File: config.mk
export PLATFORM = sky130hd
export DESIGN_NAME = pt_walker
export DESIGN_NICKNAME = d
export VERILOG_FILES = /design/src/rtl/pt_walker.sv
export SDC_FILE = /design/constraint.sdc
export NUM_CORES = 1
export LEC_CHECK = 0
export BUFFER_PORTS_ARGS = -buffer_cell sky130_fd_sc_hd__buf_2
export CORE_MARGIN = 5
export CORE_UTILIZATION = 50
export CTS_BUF_LIST = sky130_fd_sc_hd__clkbuf_4
export CTS_CLUSTER_DIAMETER = 200
export DETAILED_ROUTE_END_ITERATION = 12
export GPL_ROUTABILITY_DRIVEN = 0
export PLACE_DENSITY = 0.8
export SYNTH_ARGS = -nofsm -noshare
export SYNTH_HDL_FRONTEND = slang
export SYNTH_SLANG_ARGS = --single-unit
File: constraint.sdc
create_clock -name clk -period 3 [get_ports clk]
set_input_delay 0.45 -clock clk [delete_from_list [all_inputs] [get_ports clk]]
set_output_delay 0.45 -clock clk [all_outputs]
set_load 0.01 [all_outputs]
File: src/rtl/pt_walker.sv
module pt_walker (
  input  logic        clk,
  input  logic        rst_n,
  input  logic        req_valid,
  input  logic [31:0] req_lin,
  input  logic        pg_en,
  input  logic        pe_en,
  input  logic [31:0] dir_base,
  output logic        busy,
  output logic        rsp_valid,
  output logic [31:0] rsp_phys,
  output logic        rsp_pf,
  output logic        rsp_gp,
  output logic [31:0] fault_addr,
  output logic        mem_req,
  output logic [31:0] mem_addr,
  input  logic        mem_ready,
  input  logic [31:0] mem_rdata
);
  typedef enum logic [1:0] {S_IDLE, S_DIR, S_TBL, S_DONE} st_t;

  st_t         st;
  logic [31:0] lin_q, addr_q, phys_q, fault_q;
  logic        pf_q, gp_q;
  logic        unused_bits;

  assign unused_bits = ^{dir_base[11:0], mem_rdata[11:1]};
  assign busy       = (st != S_IDLE);
  assign rsp_valid  = (st == S_DONE);
  assign mem_req    = (st == S_DIR) || (st == S_TBL);
  assign mem_addr   = addr_q;
  assign rsp_phys   = phys_q;
  assign rsp_pf     = pf_q;
  assign rsp_gp     = gp_q;
  assign fault_addr = fault_q;

  always_ff @(posedge clk) begin
    if (!rst_n) begin
      st      <= S_IDLE;
      lin_q   <= '0;
      addr_q  <= '0;
      phys_q  <= '0;
      fault_q <= '0;
      pf_q    <= 1'b0;
      gp_q    <= 1'b0;
    end else begin
      case (st)
        S_IDLE: if (req_valid) begin
          lin_q <= req_lin;
          pf_q  <= 1'b0;
          gp_q  <= 1'b0;
          if (!pg_en) begin
            phys_q <= req_lin;
            st     <= S_DONE;
          end else if (!pe_en) begin
            gp_q <= 1'b1;
            st   <= S_DONE;
          end else begin
            addr_q <= {dir_base[31:12], req_lin[31:22], 2'b00};
            st     <= S_DIR;
          end
        end
        S_DIR: if (mem_ready) begin
          if (!mem_rdata[0]) begin
            pf_q    <= 1'b1;
            fault_q <= lin_q;
            st      <= S_DONE;
          end else begin
            addr_q <= {mem_rdata[31:12], lin_q[21:12], 2'b00};
            st     <= S_TBL;
          end
        end
        S_TBL: if (mem_ready) begin
          if (!mem_rdata[0]) begin
            pf_q    <= 1'b1;
            fault_q <= lin_q;
          end else begin
            phys_q <= {mem_rdata[31:12], lin_q[11:0]};
          end
          st <= S_DONE;
        end
        default: st <= S_IDLE;
      endcase
    end
  end

  a_r6_one_pulse: assert property (@(posedge clk) disable iff (!rst_n)
    rsp_valid |=> !rsp_valid);
  a_r8_hold_req: assert property (@(posedge clk) disable iff (!rst_n)
    (mem_req && !mem_ready) |=> (mem_req && $stable(mem_addr)));
  a_r1_bypass: assert property (@(posedge clk) disable iff (!rst_n)
    (!busy && req_valid && !pg_en) |=> (rsp_valid && !mem_req && rsp_phys == $past(req_lin)));
  a_r5_gp_fault: assert property (@(posedge clk) disable iff (!rst_n)
    (!busy && req_valid && pg_en && !pe_en) |=> (rsp_valid && rsp_gp && $stable(fault_addr)));
  a_r4_dir_absent: assert property (@(posedge clk) disable iff (!rst_n)
    (st == S_DIR && mem_ready && !mem_rdata[0]) |=> (rsp_valid && rsp_pf));
  a_r7_fault_capture: assert property (@(posedge clk) disable iff (!rst_n)
    (rsp_valid && rsp_pf) |-> (fault_addr == lin_q));
endmodule

## Word level (Yosys, flattened, before mapping)

Cells that the tools add are included.

| storage, ports and cells | value |
|---|---|
| register bits | 132 |
| latch bits | 0 |
| bits in writable memories | 0 |
| ROM bits | 0 |
| input port bits | 102 |
| output and inout bits | 101 |
| logic and storage cells | 58 |
| memories kept | 0 |

| operators by class | value |
|---|---|
| add/sub/neg operators | 0 |
| $mul | 0 |
| divide/modulo/power cells | 0 |
| $lt $le $gt $ge | 0 |
| equality and inequality tests | 13 |
| shift operators | 0 |
| mux-type cells | 24 |
| bitwise logic cells | 1 |
| reductions and logical operators | 13 |

Operators with widths:

| kind | number |
|---|---|
| 32-bit 2-to-1 mux | 9 |
| 32-bit case mux with 2 select lines | 2 |
| 2-bit inequality test, second input constant | 9 |
| 2-bit 2-to-1 mux | 5 |
| 2-bit nonzero test | 4 |
| 1-bit 2-to-1 mux | 6 |
| 2-bit case mux with 3 select lines | 1 |
| 3-bit AND reduction | 2 |
| 6-bit AND reduction | 1 |
| 5-bit AND reduction | 1 |
| 2-bit equality test, second input constant | 2 |
| 4-bit AND reduction | 1 |
| 2-bit by 1-bit equality test with 1-bit output, second input constant | 1 |
| 2-bit logical NOT | 1 |
| 2-bit by 1-bit inequality test with 1-bit output, second input constant | 1 |
| 1-bit case mux with 2 select lines | 1 |
| 2-bit AND reduction | 1 |
| 2-bit OR reduction | 1 |
| 1-bit logical OR | 1 |
| 1-bit NOT | 1 |

## Depth between registers and ports, before layout

Gate-level depths: netlist of run 1.

| depth | value |
|---|---|
| depth in word-level cells | 4 |
| depth in mapped cells | 9 |
| gate-level depth less buffers | 6 |

## Worst setup path after synthesis of run 1

Ideal clock, no wire load.

| timing | value |
|---|---|
| kind | flip-flop to flip-flop |
| start | register st[0] |
| end | register addr_q[10], in the netlist mem_addr[10] |
| setup time | 0.116 ns |
| arrival | 1.793 ns |
| data required time | 2.884 ns |
| setup slack | 1.091 ns |
| cell stages (with the launch flop) | 8 |
| path buffers | 1 |
| clock period less this slack | 1.909 ns |
| cell sequence | dfxtp_1 inv_1 ha_1 nor2b_2 a2111oi_4 buf_6 nand2_1 o211a_1 |

| between the ends | value |
|---|---|
| word-level cells in the longest chain between the ends | 3 |
| elaborated cells on any way between the ends | 10 |
| classes of those cells | eq/ne (6); mux (1); reduce/logical (3) |

RTL lines:

| what | RTL line | text |
|---|---|---|
| start: declaration | 22 | `st_t st;` |
| start signal: assignment | 39 | `st <= S_IDLE;` |
| start signal: assignment | 54 | `st <= S_DONE;` |
| start signal: assignment | 57 | `st <= S_DONE;` |
| 2-bit by 1-bit equality test with 1-bit output or 2-bit logical NOT (tied branches) | 47 | `case (st)` |
| 2-bit inequality test (no line) or 2-bit nonzero test (tied branches) | n/a |  |
| 6-bit AND reduction (no line) | n/a |  |
| end signal: assignment | 59 | `addr_q <= {dir_base[31:12], req_lin[31:22], 2'b00};` |
| end signal: assignment | 69 | `addr_q <= {mem_rdata[31:12], lin_q[21:12], 2'b00};` |
| end: declaration | 23 | `logic [31:0] lin_q, addr_q, phys_q, fault_q;` |

Several ways; a longest one is shown, not always the timed one.
A chain may end at the register's enable or synchronous reset.

## Worst setup path in the final report of run 1

| timing | value |
|---|---|
| start | register st[0] |
| end | register phys_q[9], in the netlist rsp_phys[9] |

| between the ends | value |
|---|---|
| word-level cells in the longest chain between the ends | 3 |
| elaborated cells on any way between the ends | 9 |
| classes of those cells | eq/ne (5); mux (1); reduce/logical (3) |

RTL lines:

| what | RTL line | text |
|---|---|---|
| 2-bit equality test or 2-bit logical NOT (tied branches) | 47 |  |
| 2-bit inequality test (no line) or 2-bit nonzero test (tied branches) | n/a |  |
| 5-bit AND reduction (no line) | n/a |  |
| end signal: assignment | 53 | `phys_q <= req_lin;` |
| end signal: assignment | 78 | `phys_q <= {mem_rdata[31:12], lin_q[11:0]};` |
| end: declaration | 23 |  |

Several ways; a longest one is shown, not always the timed one.

==> run_summary.xml, run 1 <==
<?xml version="1.0" encoding="UTF-8"?>
<metrics>
  <group name="logic_synthesis">
    <metric name="post-synth-top-area-cell" unit="">dfxtp_1</metric>
    <metric name="mappedNetlistArea" unit="um^2">5690</metric>
    <metric name="postSynthCellCount" unit="">604</metric>
    <metric name="ys_top_cells_by_area" unit="">dfxtp_1, mux2i_1, o211a_1, nand2_1, a21boi_0</metric>
    <metric name="number_of_enable_flip_flop_cells_after_synthesis" unit="">0</metric>
    <metric name="synth_top_area_frac" unit="">0.457</metric>
    <metric name="ys_ff_latch" unit="">130</metric>
    <metric name="synth.distinct_cells" unit="">28</metric>
    <metric name="syn-mean-instance-area" unit="um^2">9.42</metric>
    <metric name="seq_area_frac_synth" unit="">0.457</metric>
    <metric name="yosys_most_used_dff" unit="">dfxtp_1</metric>
    <metric name="synth.yosys.warnings" unit="">0</metric>
    <metric name="ys_async_rst_share" unit="">0</metric>
  </group>
  <group name="global_routing">
    <metric name="overflow" unit="">0</metric>
    <metric name="via_count_of_the_first_global_routing_pass" unit="">4809</metric>
    <metric name="antenna_found_initial" unit="">0</metric>
    <metric name="grt_start_max_net_pins" unit="">86</metric>
    <metric name="overall_track_demand_over_capacity_in_global_routing" unit="">0.233</metric>
    <metric name="first_pass_grt_wire_length" unit="mm">24.7</metric>
  </group>
  <group name="floorplan">
    <metric name="design.die.area" unit="um^2">13600</metric>
    <metric name="floorplan.rows" unit="">39</metric>
    <metric name="initial_core_util" unit="">0.505</metric>
    <metric name="top_level_ports" unit="">203</metric>
    <metric name="core_region_area" unit="um^2">11300</metric>
    <metric name="fp.dieW" unit="um">117</metric>
    <metric name="die_height" unit="um">117</metric>
  </group>
  <group name="route">
    <metric name="detailroute.via_count" unit="">4942</metric>
    <metric name="detailroute.wirelength.met3" unit="mm">1.32</metric>
    <metric name="drc_errors" unit="">0</metric>
    <metric name="routed.top_layer" unit="">met4</metric>
    <metric name="met1_length" unit="mm">6.73</metric>
    <metric name="route.detailed.vias_per_inst" unit="">5.42</metric>
    <metric name="wl_met2" unit="mm">7.19</metric>
    <metric name="drt_pass1_iterations" unit="">5</metric>
    <metric name="avgRoutedWirePerCell" unit="um">17.2</metric>
    <metric name="first_iter_violations" unit="">291</metric>
    <metric name="detail-route-antenna-nets" unit="">0</metric>
    <metric name="drt_wl_total" unit="mm">15.7</metric>
  </group>
  <group name="setup_path">
    <metric name="critical_path.startpoint_type" unit="">flip-flop</metric>
    <metric name="endpoint_kind" unit="">flip-flop</metric>
    <metric name="timing.critical_path.required" unit="ns">3.46</metric>
    <metric name="cp_max_fo" unit="">32</metric>
    <metric name="critical_path_arrival" unit="ns">2.84</metric>
    <metric name="classification_of_the_worst_setup_path" unit="">reg2reg</metric>
  </group>
  <group name="sta">
    <metric name="finalSetupViolations" unit="">0</metric>
    <metric name="fin_crit" unit="ns">2.38</metric>
    <metric name="clock.fmax" unit="MHz">421</metric>
    <metric name="hold-worst-slack" unit="ns">0.190</metric>
    <metric name="setup_tns" unit="ns">0</metric>
    <metric name="max-slew-margin-rel" unit="">0.477</metric>
    <metric name="maxSlewViolCount" unit="">0</metric>
    <metric name="skew" unit="ns">0.0157</metric>
    <metric name="timing.final.hold_violations" unit="">0</metric>
    <metric name="period_share" unit="">0.792</metric>
    <metric name="tightestPinTransition" unit="ns">0.782</metric>
    <metric name="unrepaired_setup_endpoints_after_global_routing" unit="">false</metric>
  </group>
  <group name="placed_design">
    <metric name="placed_cell_area" unit="um^2">6610</metric>
    <metric name="detailedPlacementHpwl" unit="mm">11.8</metric>
    <metric name="place.port_buffers" unit="">177</metric>
  </group>
  <group name="clock_tree">
    <metric name="tritoncts_clock_tree" unit="">done</metric>
    <metric name="clkSlewWorstSetupHoldPaths" unit="ns">0.10</metric>
    <metric name="number_of_buffers_inserted_for_hold_repair_after_clock_tree_synthesis" unit="">0</metric>
    <metric name="clk_latency" unit="ns">0.52</metric>
    <metric name="tritoncts_num_sinks" unit="">130</metric>
    <metric name="cts_buffers" unit="">17</metric>
    <metric name="cts.root.buffer_cell" unit="">clkbuf_4</metric>
    <metric name="postCtsSetupRepairBufs" unit="">0</metric>
    <metric name="post_cts_resize_count" unit="">0</metric>
    <metric name="cts_max_level" unit="">4</metric>
    <metric name="clock_path_buffers" unit="">2</metric>
  </group>
  <group name="finish">
    <metric name="flow.area_growth_from_synthesis" unit="%">19.7</metric>
    <metric name="final_cell_area" unit="um^2">6810</metric>
    <metric name="finalNetCount" unit="">870</metric>
    <metric name="layout_cell_share_with_drive_strength_beyond_1" unit="">0.287</metric>
    <metric name="antennaDiodeCount" unit="">0</metric>
    <metric name="fin_util" unit="">0.605</metric>
  </group>
  <group name="power_and_ir_drop">
    <metric name="p_clk_frac" unit="">0.152</metric>
    <metric name="power.leakage" unit="nW">3.52</metric>
    <metric name="totalPowerFinal" unit="W">0.00639</metric>
    <metric name="pwr-share-comb" unit="">0.456</metric>
    <metric name="net-switching-power" unit="W">0.00259</metric>
    <metric name="power.ir.vdd_worst" unit="V">0.000547</metric>
    <metric name="power_report.internal_total" unit="W">0.00380</metric>
    <metric name="swShare" unit="">0.405</metric>
    <metric name="power.share.sequential" unit="">0.392</metric>
    <metric name="p_per_area" unit="nW/um^2">937</metric>
  </group>
  <group name="job">
    <metric name="drv.max_cap_violation_count" unit="">0</metric>
  </group>
  <group name="run_status">
    <metric name="outcome" unit="">completed</metric>
  </group>
  <group name="hold_path">
    <metric name="hold_path.class" unit="">in2reg</metric>
  </group>
</metrics>
==> flip-flops by register name, summed over array words and instances (netlist names) <==
| signal | cells |
|---|---|
| fault_addr | 32 |
| lin_q | 32 |
| rsp_phys | 32 |
| mem_addr | 30 |
| st | 2 |
| rsp_gp | 1 |
| rsp_pf | 1 |
==> power groups by stage <==
stage | clock network (W) | logic (W) | registers (W)
finish | 0.000973 | 0.00291 | 0.00250
global route | 0.00109 | 0.00319 | 0.00256
CTS | 0.000990 | 0.00293 | 0.00250
detailed placement | 0 | 0.00292 | 0.00253
global placement | 0 | 0.00283 | 0.00251
floorplan | 0 | 0.00189 | 0.00269
==> synthesized netlist by cell type (3+ instances only) <==
| cell type | count |
|---|---|
| a21boi_0 | 66 |
| a21oi_1 | 3 |
| buf_2 | 7 |
| buf_4 | 6 |
| buf_6 | 7 |
| clkbuf_1 | 34 |
| dfxtp_1 | 130 |
| ha_1 | 8 |
| inv_1 | 4 |
| mux2i_1 | 64 |
| nand2_1 | 160 |
| nand3_1 | 33 |
| nor2_1 | 3 |
| o211a_1 | 62 |
==> layer usage <==
layer | vias to the layer above | track usage
met5 | - | 0
met4 | 0 | 0.0986
met3 | 41 | 0.0886
met2 | 189 | 0.351
met1 | 2316 | 0.300
li1 | 2396 | -
==> cell usage in the layout (no fill, tap or decap), types with 2 or more instances in the layout <==
| master | Yosys | routed |
|---|---|---|
| o211a_1 | 62 | 62 |
| and2_1 | 2 | 2 |
| dfxtp_1 | 130 | 130 |
| buf_4 | 6 | 13 |
| nor2_1 | 3 | 3 |
| a21oi_1 | 3 | 2 |
| inv_1 | 4 | 4 |
| nand3_1 | 33 | 33 |
| a21boi_0 | 66 | 66 |
| nand2_1 | 160 | 160 |
| clkinv_2 | 0 | 4 |
| conb_1 | 1 | 2 |
| nand2b_1 | 2 | 2 |
| clkbuf_4 | 0 | 18 |
| ha_1 | 8 | 6 |
| buf_2 | 7 | 176 |
| ha_2 | 0 | 2 |
| clkinv_1 | 0 | 4 |
| mux2i_1 | 64 | 64 |
| nor2b_1 | 2 | 2 |
==> worst paths after layout <==
check / startpoint / endpoint / depth (start not counted) / slack (ns)
min reg2reg: fault_addr[9]$_SDFFE_PN0P_ / fault_addr[9]$_SDFFE_PN0P_ / 2 / 0.47
min: req_lin[9] / lin_q[9]$_SDFFE_PN0P_ / 3 / 0.19
max: st[0]$_SDFFE_PN0P_ / rsp_phys[9]$_SDFFE_PN0P_ / 6 / 0.62
max reg2reg: st[0]$_SDFFE_PN0P_ / rsp_phys[9]$_SDFFE_PN0P_ / 6 / 0.62
==> metrics by stage <==
| step | cells | worst slack (ns) |
|---|---|---|
| 2_1_floorplan | 605 | 1.09 |
| 3_3_place_gp | 884 | 0.752 |
| 3_5_place_dp | 884 | 0.659 |
| 4_1_cts | 912 | 0.637 |
| 5_1_grt | 912 | 0.468 |
| 6_report | 912 | 0.623 |
==> logic make-up (layout without fill, tap and decap cells) <==
| logic type | Yosys count | after routing | synth area share |
|---|---|---|---|
| AND/OR/NAND/NOR | 205 | 205 | 0.147 |
| AO/OA/AOI/OAI | 137 | 137 | 0.211 |
| flip-flops | 130 | 130 | 0.457 |
| multiplexers | 64 | 64 | 0.113 |
| buffers and inverters | 59 | 223 | 0.0536 |
| adder cells (fa/ha/maj) | 8 | 8 | 0.0176 |
| other | 1 | 2 | 0.000659 |
==> worst max-delay path, stage by stage (launching register included) <==
cell and delay (ns):
dfxtp_1 0.45, inv_1 0.14, ha_1 0.44, a221oi_4 0.56
and2_1 0.20, buf_4 0.33, o211a_1 0.19
==> layout make-up <==
class,instances,area [um^2]
fillers,954,4460
multi-input cells,416,2810
flip-flops and latches,130,2600
repair buffers,190,998
well taps,143,179
clock buffers,18,135
clock inverters,10,72.6
inverters,5,18.8
(Power assumes the default switching activity.)
==> run 2: changes to the inputs <==
==> constraint.sdc (replaced) <==
create_clock -name clk -period 2.3 [get_ports clk]
set_input_delay 0.345 -clock clk [delete_from_list [all_inputs] [get_ports clk]]
set_output_delay 0.345 -clock clk [all_outputs]
set_load 0.01 [all_outputs]
==> run 2 against run 1 <==
Via count is 0.95% lower. Total power is 38% higher. Combinational power is 34% higher. Maximum frequency is 10% higher. Hold slack worse by 0.093 ns. Register-to-register slack worse by 0.48 ns. Sequential share of layout area is 0.74 points lower. Design area is 2.0% higher. Sequential power is 31% higher. Flip-flop and latch count stayed put. Non-clock buffer count is 1 higher.
==> run_summary.xml, run 2 (synthesis results as in run 1) <==
<?xml version="1.0" encoding="UTF-8"?>
<metrics>
  <group name="power_and_ir_drop">
    <metric name="p_per_area" unit="nW/um^2">1270</metric>
    <metric name="power_report.internal_total" unit="W">0.00539</metric>
    <metric name="pwr-share-comb" unit="">0.440</metric>
    <metric name="p_clk_frac" unit="">0.190</metric>
    <metric name="power.ir.vdd_worst" unit="V">0.000807</metric>
    <metric name="power.share.sequential" unit="">0.370</metric>
    <metric name="swShare" unit="">0.390</metric>
    <metric name="power.leakage" unit="nW">3.58</metric>
    <metric name="net-switching-power" unit="W">0.00344</metric>
  </group>
  <group name="setup_path">
    <metric name="end_of_the_critical_path" unit="">mem_addr[5]$_SDFFE_PN0P_</metric>
    <metric name="cpPeakStageDelay" unit="ns">0.46</metric>
    <metric name="critical_path_arrival" unit="ns">2.55</metric>
    <metric name="critical_path_origin" unit="">st[0]$_SDFFE_PN0P_</metric>
    <metric name="critical_path.startpoint_type" unit="">flip-flop</metric>
    <metric name="rr_startpoint" unit="">st[0]$_SDFFE_PN0P_</metric>
    <metric name="classification_of_the_worst_setup_path" unit="">reg2reg</metric>
    <metric name="endpoint_kind" unit="">flip-flop</metric>
    <metric name="timing.critical_path.slowest_stage_cell" unit="">dfxtp_1</metric>
    <metric name="cp_max_fo" unit="">28</metric>
    <metric name="r2r_cells" unit="">7</metric>
    <metric name="timing.critical_path.required" unit="ns">2.70</metric>
    <metric name="regToRegSetupSlack" unit="ns">0.14</metric>
    <metric name="r2r_end" unit="">mem_addr[5]$_SDFFE_PN0P_</metric>
    <metric name="series_of_cell_instances_along_the_critical_path" unit="">inv_1, ha_1, nor2b_2, a2111oi_4, buf_4, nand2_1, o211a_1</metric>
  </group>
  <group name="finish">
    <metric name="fin_util" unit="">0.616</metric>
    <metric name="final_cell_area" unit="um^2">6950</metric>
    <metric name="layout_cell_share_with_drive_strength_beyond_1" unit="">0.292</metric>
    <metric name="finalNetCount" unit="">871</metric>
    <metric name="layout_commonest_cell" unit="">buf_2</metric>
    <metric name="num-fill-cells" unit="">955</metric>
    <metric name="antennaDiodeCount" unit="">0</metric>
    <metric name="flow.area_growth_from_synthesis" unit="%">22.1</metric>
    <metric name="mostFrequentLayoutCells" unit="">buf_2, nand2_1, dfxtp_1</metric>
  </group>
  <group name="sta">
    <metric name="maxSlewViolCount" unit="">0</metric>
    <metric name="hold-worst-slack" unit="ns">0.0968</metric>
    <metric name="timing.final.hold_violations" unit="">0</metric>
    <metric name="clock.fmax" unit="MHz">464</metric>
    <metric name="finalSetupViolations" unit="">0</metric>
    <metric name="unrepaired_setup_endpoints_after_global_routing" unit="">false</metric>
    <metric name="period_share" unit="">0.938</metric>
    <metric name="skew" unit="ns">0.0127</metric>
    <metric name="fin_crit" unit="ns">2.16</metric>
    <metric name="setup_tns" unit="ns">0</metric>
    <metric name="post-route-worst-setup-slack" unit="ns">0.143</metric>
  </group>
  <group name="floorplan">
    <metric name="design.die.area" unit="um^2">13600</metric>
    <metric name="floorplan.rows" unit="">39</metric>
    <metric name="initial_core_util" unit="">0.505</metric>
    <metric name="fp.dieW" unit="um">117</metric>
    <metric name="top_level_ports" unit="">203</metric>
    <metric name="die_height" unit="um">117</metric>
    <metric name="core_region_area" unit="um^2">11300</metric>
  </group>
  <group name="run_status">
    <metric name="outcome" unit="">completed</metric>
  </group>
  <group name="placed_design">
    <metric name="dpl_worst_slack" unit="ns">0.185</metric>
    <metric name="placed_cell_area" unit="um^2">6640</metric>
    <metric name="place.port_buffers" unit="">177</metric>
    <metric name="detailedPlacementHpwl" unit="mm">12.0</metric>
  </group>
  <group name="clock_tree">
    <metric name="cts_max_level" unit="">4</metric>
    <metric name="post_cts_resize_count" unit="">0</metric>
    <metric name="clk_latency" unit="ns">0.50</metric>
    <metric name="tritoncts_num_sinks" unit="">130</metric>
    <metric name="postCtsSetupRepairBufs" unit="">0</metric>
    <metric name="clock_path_buffers" unit="">2</metric>
    <metric name="cts_buffers" unit="">17</metric>
    <metric name="tritoncts_clock_tree" unit="">done</metric>
    <metric name="clkSlewWorstSetupHoldPaths" unit="ns">0.11</metric>
    <metric name="cts.root.buffer_cell" unit="">clkbuf_4</metric>
    <metric name="number_of_buffers_inserted_for_hold_repair_after_clock_tree_synthesis" unit="">0</metric>
  </group>
  <group name="route">
    <metric name="avgRoutedWirePerCell" unit="um">17.3</metric>
    <metric name="drc_errors" unit="">0</metric>
    <metric name="detail-route-antenna-nets" unit="">0</metric>
    <metric name="detailroute.via_count" unit="">4895</metric>
    <metric name="first_iter_violations" unit="">272</metric>
    <metric name="drt_pass1_iterations" unit="">5</metric>
    <metric name="route.detailed.vias_per_inst" unit="">5.34</metric>
    <metric name="drt_wl_total" unit="mm">15.9</metric>
  </group>
  <group name="hold_path">
    <metric name="hold_path.class" unit="">in2reg</metric>
  </group>
  <group name="global_routing">
    <metric name="overall_track_demand_over_capacity_in_global_routing" unit="">0.232</metric>
    <metric name="via_count_of_the_first_global_routing_pass" unit="">4833</metric>
    <metric name="antenna_found_initial" unit="">0</metric>
    <metric name="overflow" unit="">0</metric>
    <metric name="grt_start_max_net_pins" unit="">90</metric>
    <metric name="first_pass_grt_wire_length" unit="mm">24.6</metric>
  </group>
  <group name="job">
    <metric name="drv.max_cap_violation_count" unit="">0</metric>
  </group>
</metrics>
[run 2: cell types whose count changed in the layout (fill, tap and decap cells not counted)]
cell,change
clkinv_4,+1
bufinv_16,+3
buf_4,-1
clkinv_2,-1
clkbuf_4,+1
buf_12,+2
[run 2: critical path, delay by kind of cell (launching register included)]
family,cells,cell delay [ns]
adders and majority gates,1,0.24
and+or+nand+nor,2,0.31
AOI/OAI and AO/OA,2,0.54
DFF,1,0.46
buffers and inverters,2,0.50
[run 2: per-layer routing]
layer	track usage	share of wire	vias to the layer above
li1	-	-	2401
met3	0.0751	0.086	27
met4	0.109	0.022	0
met5	0	0	-
met1	0.297	0.43	2270
met2	0.356	0.46	197
[run 2: worst min path at each step]
stage                     cells past startpoint                        start  slack (ns)                           to
after floorplan                               2       lin_q[22]$_SDFFE_PN0P_        0.44  fault_addr[22]$_SDFFE_PN0P_
after global placement                        2  fault_addr[31]$_SDFFE_PN0P_        0.45  fault_addr[31]$_SDFFE_PN0P_
after detailed placement                      2   fault_addr[4]$_SDFFE_PN0P_        0.45   fault_addr[4]$_SDFFE_PN0P_
after CTS                                     3                   req_lin[1]        0.04        lin_q[1]$_SDFFE_PN0P_
after global routing                          3                   req_lin[7]        0.05        lin_q[7]$_SDFFE_PN0P_
final                                         3                   req_lin[1]         0.1        lin_q[1]$_SDFFE_PN0P_
[run 2: area by class of cell]
cell class	count	area, um^2	area share
clock buffer	19	143	0.0205
clock inverter	13	166	0.0240
inverter	5	18.8	0.00270
multi-input combinational	416	2810	0.404
sequential	130	2600	0.375
tap	143	179	0.0258
timing repair buffer	191	1030	0.148
[run 2: through the flow]
stage / power [W] / instances
2_1_floorplan: 0.00597 / 605
3_3_place_gp: 0.00705 / 885
3_5_place_dp: 0.00721 / 885
4_1_cts: 0.00890 / 917
5_1_grt: 0.00940 / 917
6_report: 0.00883 / 917
[run 2: power by group through the flow]
stage                     logic, W  clock network (W)  registers (W)
after floorplan            0.00247                  0        0.00350
after detailed placement   0.00390                  0        0.00331
after global placement     0.00377                  0        0.00328
final                      0.00389            0.00168        0.00327
after global routing       0.00423            0.00183        0.00334
after CTS                  0.00391            0.00172        0.00327
